--- config.mk ---
export PLATFORM = sky130hd
export DESIGN_NAME = sort_stream_merge
export DESIGN_NICKNAME = d
export VERILOG_FILES = /design/src/rtl/sort_merge_pkg.sv /design/src/rtl/smerge_pick.sv /design/src/rtl/smerge_oreg.sv /design/src/rtl/sort_stream_merge.sv
export SDC_FILE = /design/constraint.sdc
export NUM_CORES = 1
export LEC_CHECK = 0
export BUFFER_PORTS_ARGS = -buffer_cell sky130_fd_sc_hd__buf_2
export CELL_PAD_IN_SITES_DETAIL_PLACEMENT = 1
export CELL_PAD_IN_SITES_GLOBAL_PLACEMENT = 1
export CORE_ASPECT_RATIO = 0.8
export CORE_MARGIN = 2
export CORE_UTILIZATION = 34
export CTS_CLUSTER_DIAMETER = 40
export CTS_CLUSTER_SIZE = 40
export DETAILED_ROUTE_END_ITERATION = 8
export GPL_TIMING_DRIVEN = 0
export PLACE_DENSITY_LB_ADDON = 0.1
export SLEW_MARGIN = 10
export SYNTH_ARGS = -nofsm -noshare
export SYNTH_HDL_FRONTEND = slang
export SYNTH_SLANG_ARGS = --single-unit
--- constraint.sdc ---
create_clock -name clk_i -period 1.7 [get_ports clk_i]
set_input_delay 0 -clock clk_i [delete_from_list [all_inputs] [get_ports clk_i]]
set_output_delay 0 -clock clk_i [all_outputs]
set_load 0.005 [all_outputs]
--- src/rtl/sort_merge_pkg.sv ---
package sort_merge_pkg;
  typedef enum logic [1:0] {
    PICK_NONE = 2'd0,
    PICK_0    = 2'd1,
    PICK_1    = 2'd2,
    PICK_END  = 2'd3
  } pick_e;
endpackage

--- src/rtl/smerge_pick.sv ---
module smerge_pick
  import sort_merge_pkg::*;
#(
  parameter int KEY_W = 16
) (
  input  logic             v0_i,
  input  logic             e0_i,
  input  logic [KEY_W-1:0] k0_i,
  input  logic             v1_i,
  input  logic             e1_i,
  input  logic [KEY_W-1:0] k1_i,
  output pick_e            pick_o
);
  // Decision needs both heads; an ended input keeps its marker at the head.
  always_comb begin
    pick_o = PICK_NONE;
    if (v0_i && v1_i) begin
      unique case ({e0_i, e1_i})
        2'b11:   pick_o = PICK_END;
        2'b10:   pick_o = PICK_1;
        2'b01:   pick_o = PICK_0;
        default: pick_o = (k0_i <= k1_i) ? PICK_0 : PICK_1; // tie -> input 0
      endcase
    end
  end
endmodule

--- src/rtl/smerge_oreg.sv ---
module smerge_oreg #(
  parameter int W = 33
) (
  input  logic         clk_i,
  input  logic         rst_ni,
  input  logic         load_i,
  input  logic         clear_i,
  input  logic [W-1:0] d_i,
  output logic         valid_o,
  output logic [W-1:0] q_o
);
  always_ff @(posedge clk_i or negedge rst_ni) begin
    if (!rst_ni) begin
      valid_o <= 1'b0;
      q_o     <= '0;
    end else if (load_i) begin
      valid_o <= 1'b1;
      q_o     <= d_i;
    end else if (clear_i) begin
      valid_o <= 1'b0;
    end
  end
endmodule

--- src/rtl/sort_stream_merge.sv ---
module sort_stream_merge
  import sort_merge_pkg::*;
#(
  parameter int KEY_W = 16,
  parameter int PAY_W = 16
) (
  input  logic             clk_i,
  input  logic             rst_ni,
  input  logic             in0_valid_i,
  output logic             in0_ready_o,
  input  logic [KEY_W-1:0] in0_key_i,
  input  logic [PAY_W-1:0] in0_pay_i,
  input  logic             in0_end_i,
  input  logic             in1_valid_i,
  output logic             in1_ready_o,
  input  logic [KEY_W-1:0] in1_key_i,
  input  logic [PAY_W-1:0] in1_pay_i,
  input  logic             in1_end_i,
  output logic             out_valid_o,
  input  logic             out_ready_i,
  output logic [KEY_W-1:0] out_key_o,
  output logic [PAY_W-1:0] out_pay_o,
  output logic             out_end_o
);
  localparam int REC_W = KEY_W + PAY_W + 1;

  pick_e            pick;
  logic             end_pend;
  logic             can_load;
  logic             load;
  logic [REC_W-1:0] rec_d;
  logic [REC_W-1:0] rec_q;

  smerge_pick #(.KEY_W(KEY_W)) u_pick (
    .v0_i  (in0_valid_i),
    .e0_i  (in0_end_i),
    .k0_i  (in0_key_i),
    .v1_i  (in1_valid_i),
    .e1_i  (in1_end_i),
    .k1_i  (in1_key_i),
    .pick_o(pick)
  );

  // Merged marker sits in the output; input markers stay until it is taken.
  assign end_pend = out_valid_o && out_end_o;
  assign can_load = (!out_valid_o || out_ready_i) && !end_pend;
  assign load     = can_load && (pick != PICK_NONE);

  always_comb begin
    unique case (pick)
      PICK_0:   rec_d = {1'b0, in0_key_i, in0_pay_i};
      PICK_1:   rec_d = {1'b0, in1_key_i, in1_pay_i};
      PICK_END: rec_d = {1'b1, {KEY_W{1'b0}}, {PAY_W{1'b0}}};
      default:  rec_d = '0;
    endcase
  end

  assign in0_ready_o = (can_load && pick == PICK_0) || (end_pend && out_ready_i);
  assign in1_ready_o = (can_load && pick == PICK_1) || (end_pend && out_ready_i);

  smerge_oreg #(.W(REC_W)) u_oreg (
    .clk_i  (clk_i),
    .rst_ni (rst_ni),
    .load_i (load),
    .clear_i(out_valid_o && out_ready_i),
    .d_i    (rec_d),
    .valid_o(out_valid_o),
    .q_o    (rec_q)
  );

  assign out_end_o = rec_q[REC_W-1];
  assign out_key_o = rec_q[PAY_W +: KEY_W];
  assign out_pay_o = rec_q[PAY_W-1:0];

  p_stall_r7: assert property (@(posedge clk_i) disable iff (!rst_ni)
    out_valid_o && !out_ready_i |-> !in0_ready_o && !in1_ready_o);

  p_hold_r7: assert property (@(posedge clk_i) disable iff (!rst_ni)
    out_valid_o && !out_ready_i |=> out_valid_o && $stable(out_key_o)
                                   && $stable(out_pay_o) && $stable(out_end_o));

  p_order_r2: assert property (@(posedge clk_i) disable iff (!rst_ni)
    in0_valid_i && in0_ready_o && !in0_end_i && in1_valid_i && !in1_end_i
      |-> in0_key_i <= in1_key_i);

  p_tie_r3: assert property (@(posedge clk_i) disable iff (!rst_ni)
    in1_valid_i && in1_ready_o && !in1_end_i && in0_valid_i && !in0_end_i
      |-> in1_key_i < in0_key_i);

  p_wait0_r4: assert property (@(posedge clk_i) disable iff (!rst_ni)
    !in1_valid_i |-> !in0_ready_o);

  p_wait1_r4: assert property (@(posedge clk_i) disable iff (!rst_ni)
    !in0_valid_i |-> !in1_ready_o);

  p_end_pop_r6: assert property (@(posedge clk_i) disable iff (!rst_ni)
    in0_valid_i && in0_end_i && in0_ready_o
      |-> out_valid_o && out_end_o && out_ready_i && in1_ready_o && in1_end_i);

  p_two_pop_r5: assert property (@(posedge clk_i) disable iff (!rst_ni)
    in0_ready_o && in1_ready_o |-> end_pend && in0_end_i && in1_end_i);

  p_end_fmt_r6: assert property (@(posedge clk_i) disable iff (!rst_ni)
    out_valid_o && out_end_o |-> out_key_o == '0 && out_pay_o == '0);
endmodule

== Yosys cells after proc, flatten, opt, wreduce, memory -nomap -nowiden ==
Index checks and enable logic that the tools add are counted.
Word-level totals
  register bits: 34
  output and inout bits: 36
  input port bits: 71
Cells by class
  mux-type cells: 6
  reductions and logical operators: 15
  eq/ne operators: 6
  $lt $le $gt $ge: 1
Operators by type and width (number)
  33-bit case mux with 3 select lines: 1
  16-bit <= comparator: 1
  2-bit equality test, second input constant: 4
  1-bit logical AND: 8
  2-bit case mux with 3 select lines: 1
  2-bit by 1-bit equality test with 1-bit output, second input constant: 2
  2-bit 2-to-1 mux: 2
  2-bit nonzero test: 2
  1-bit logical OR: 3
  1-bit zero test: 2
  1-bit 2-to-1 mux: 2

== Longest topological paths before layout ==
  depth in word-level cells: 7
  gate-level depth with buffers: 10
  mapped depth without buffers: 8

== Cells and area by module ==
Synthesis repeated with hierarchy kept, for this count alone.
Second synthesis, totals
  cell total of the unflattened synthesis: 188
  area total of the unflattened synthesis: 2288.4 um2
Modules (own cells, without submodules)
  smerge_oreg: cells an instance 73, instances 1, area each 1413.9 um2
  sort_stream_merge: cells an instance 53, instances 1, area each 437.9 um2
  smerge_pick: cells an instance 62, instances 1, area each 436.7 um2

== Worst setup path before layout ==
No wires, ideal clock.
  kind: in2reg
  from: input in1_key_i[1]
  to: register u_oreg.q_o[17]
  path buffers: 2
  setup slack: 0.157 ns
  required time: 1.579 ns
  library setup time: 0.121 ns
  stages: 10
  arrival time: 1.422 ns
  path through: inv_1 > ha_1 > nor2b_1 > o211ai_1 > a2111o_1 > nand4_1 > and3_1 > buf_2 > buf_6 > o2bb2ai_1
Between the ends
  cells in the longest elaborated chain, start to end: 6
Ends and longest elaborated chain
  start: declaration: RTL line sort_stream_merge.sv:16  | input logic [KEY_W-1:0] in1_key_i,
  16-bit <= comparator: RTL line smerge_pick.sv:22  | default: pick_o = (k0_i <= k1_i) ? PICK_0 : PICK_1;
  2-bit 2-to-1 mux: RTL line smerge_pick.sv:22
  2-bit case mux with 3 select lines: RTL line smerge_pick.sv:18  | unique case ({e0_i, e1_i})
  2-bit 2-to-1 mux: RTL line smerge_pick.sv:17  | if (v0_i && v1_i) begin
  2-bit equality test, or another cell as far along: RTL line sort_stream_merge.sv:50  | unique case (pick)
  33-bit case mux with 3 select lines / 1-bit logical AND (equally long branches): RTL line sort_stream_merge.sv:50, sort_stream_merge.sv:47
  end signal: assignment: RTL line smerge_oreg.sv:18  | q_o <= d_i;
  end: declaration: RTL line smerge_oreg.sv:10  | output logic [W-1:0] q_o
Several ways; a longest one is shown, not always the timed one.
A chain may end at the register's enable or synchronous reset.

== Final worst setup path ==
  from: register u_oreg.q_o[32]
  to: register u_oreg.q_o[20]
Between the ends
  cells in the longest elaborated chain, start to end: 4
Ends and longest elaborated chain
  1-bit logical AND: RTL line sort_stream_merge.sv:45  | assign end_pend = out_valid_o && out_end_o;
  1-bit zero test: RTL line sort_stream_merge.sv:46  | assign can_load = (!out_valid_o || out_ready_i) && !end_pend;
  1-bit logical AND: RTL line sort_stream_merge.sv:46
  1-bit logical AND: RTL line sort_stream_merge.sv:47  | assign load = can_load && (pick != PICK_NONE);
No other way between the ends.

==> flow_metrics.tcl <==
set metrics [dict create \
    core-area_um2 5912 \
    hold_ws_ns -0.002425 \
    ys.warnings.count 0 \
    dr.pass1.iters 4 \
    drt_drc_violations_left 0 \
    cts_buffers 5 \
    die_w_um 91.44 \
    finalCritPeriodShare 0.9589 \
    timing.rr.end "u_oreg.q_o[20]" \
    grt.busiest_layer "met2" \
    hold_start "in0_pay_i[9]" \
    cp.arrival_ns 1.80 \
    run_status "finished with violations" \
    ant_nets 0 \
    slew-limit-headroom 0.4643 \
    antenna_found_initial 0 \
    yosysMostFrequentCell "dfrtp_1" \
    syn_inst 185 \
    grt_setup_unrepaired "true" \
    netlist_area_um2 2079 \
    syn_nets 272 \
    cpPeakStageDelay_ns 0.39 \
    drt-total-wl_um 7123 \
    vias 2135 \
    grt_max_degree 35 \
    setup-violations-final 0 \
    synth_top_cells_by_area "dfrtp_1 (41%), mux2i_1 (16%), o2bb2ai_1 (13%), ha_1 (9.6%), buf_6 (3.2%)" \
    drt-initial-drc-count 53 \
    grt.overflow.total 0 \
    htreeDepth 2 \
    synth_area_leader_cell "dfrtp_1" \
    powerDensity_nw_per_um2 723.9 \
    clkTransAtPathRegs_ns 0.07 \
    ys_seq_area_frac 0.4091 \
    cts_buffer_depth 2 \
    vdd_ir_drop_max_uv 326.5 \
    cts_root_buffer "clkbuf_8" \
    r2r_cells 8 \
    hold_path_end "u_oreg.q_o[9]" \
    finalCriticalPeriod_ns 1.630 \
    worstSkewPairLatency_ns 0.29 \
    ys_types 26 \
    hold_violations 2 \
    ios 107 \
    synthTopCellsByCount "dfrtp_1 (34), mux2i_1 (33), o2bb2ai_1 (31), inv_1 (17), ha_1 (16)" \
    port_buffers 106 \
    grt_util_met1 0.2682 \
    ys_seq_elements 34 \
    reg2reg_slack_ns 0.07 \
    grtUsageTotal 0.2046 \
    wl_per_cell_um 16.53 \
    avgSynthCellArea_um2 11.24 \
    vias_per_cell 4.954 \
    cp-start-kind "register" \
    dieArea_um2 6762 \
    start_util 0.3517 \
    grt_use_met3 0.04053 \
    worstPathCellList "inv_1, nand2_1, a21oi_4, buf_4, and3_1, clkbuf_4, buf_6, o2bb2ai_1" \
    nets 436 \
    cts.sinks 34 \
    post-dp-hpwl_um 4596 \
    drv_slew 0 \
    required_ns 1.87 \
    area_growth_pct 71.66 \
    drive_above_1_share 0.4514 \
    grt_pass1_wl_um 10960 \
    worstReg2RegStart "u_oreg.q_o[32]" \
    globalplace.congestion 0.7681 \
    async_flop_share 1.000 \
    rows 25 \
    endpoint_kind "register" \
    die_h_um 73.95 \
    grtUsageMet2 0.3619 \
    setup-tns-final_ns 0 \
    grt_pass1_vias 2240 \
    antenna_cells 0 \
    clock_skew_ns 0.006882 \
    synth_edf_count 0 \
    max_freq_ghz 0.6134 \
    critPathMaxFanout 10 \
    crit_start "u_oreg.q_o[32]" \
    worstMarginPinSlew_ns 0.8035 \
    p_total_uw 2584 \
    min_path_type "primary input to register" \
    cts_tree "built" \
    ys.flop_type "dfrtp_1" \
    holdPathStages 3 \
    worst_path_max_delay_cell "dfrtp_1" \
    power_leakage_uw 0.001657 \
    critical_path_class "register to register" \
    synth_top_area_share 0.4091 \
    maxCapViolations 0 \
    violations "hold timing" \
]
## worst max path at each step
stage,slack [ns],end,cells past startpoint
final,0.07,u_oreg.q_o[20],8
after global routing,-0.03,u_oreg.q_o[26],11
after CTS,0.008,in1_ready_o,10
after detailed placement,-0.22,u_oreg.q_o[20],10
after global placement,-0.18,u_oreg.q_o[17],10
after floorplan,0.16,u_oreg.q_o[17],10
## per-layer routing
layer,share of wire,up-vias
li1,-,1023
met1,0.45,1038
met2,0.49,67
met3,0.046,7
met4,0.0073,0
met5,0,-
## area by class of cell
type,count,area [µm²]
repair buffers,160,1111
inverters,17,63.81
plain buffers,8,78.83
well taps,81,101.3
multi-input cells,123,1272
fillers,672,2342
clock buffers,7,86.33
flip-flops and latches,34,850.8
clock inverters,1,5.005
## flip-flops by register name, summed over array words and instances (netlist names)
name,flops
u_oreg.q_o,33
u_oreg.valid_o,1
## stage by stage
step | setup WS [ns] | area (µm²) | utilization | hold WS [ns] | cells
after floorplan | 0.1566 | 2079 | - | -0.2956 | 185
after global placement | -0.1834 | 2711 | 0.4586 | 0.1403 | 372
after detailed placement | -0.2223 | 2711 | 0.4586 | 0.1449 | 372
after CTS | 0.008306 | 3343 | 0.5655 | 0.00005299 | 429
after global routing | -0.02551 | 3570 | 0.6038 | 0.009324 | 431
final | 0.06985 | 3570 | 0.6038 | -0.002425 | 431
## worst max-delay path, delay by kind of cell, from the launching register on
family	cells	cell delay, ns
buffers and inverters	4	0.58
and+or+nand+nor	2	0.24
AOI/OAI and AO/OA	2	0.29
DFF	1	0.39
## cell families after synthesis
family                     synth area share
AOI/OAI and AO/OA                    0.1889
DFF                                  0.4091
muxes                                0.1588
buffers and inverters               0.07641
and+or+nand+nor                     0.07040
adders and majority gates           0.09627
## timing repair
action / 4_1_cts / 5_1_grt
hold buffers: 44 / 1
resized for setup: 6 / 39
endpoints found under the hold margin: 68 / 1
cloned: 0 / 0
setup buffers: 5 / 4
endpoints found under the setup margin: 31 / 31
pin swaps: 5 / 9
## placed cells by master (no fill, tap or decap)
cell           count
o2bb2ai_1         30
a21oi_4            1
clkbuf_1           1
and4b_1            1
nor3_1             1
nor2_1             3
inv_2              8
o21ai_0            3
nand2_1            7
dlygate4sd3_1     45
a31o_4             1
nand4_1            6
clkbuf_8           6
buf_2             96
a31o_2             1
nor4_4             1
a21oi_1            7
clkbuf_4           3
a31oi_1            1
buf_4              9
buf_6             15
nand2b_1           2
inv_1              9
clkinv_2           1
ha_1               3
o2bb2ai_2          2
o21ai_1            1
mux2i_1           33
dfrtp_1           34
o211ai_1           1
and3_1             1
a2111o_1           1
ha_4              13
nand4_4            1
nor2b_1            2
## power by group
group / switching, µW / internal, µW
Combinational: 402 / 482
Clock: 313 / 327
Sequential: 90.0 / 970
Total: 805 / 1780
No activity file was read; power rests on OpenSTA's default activity.
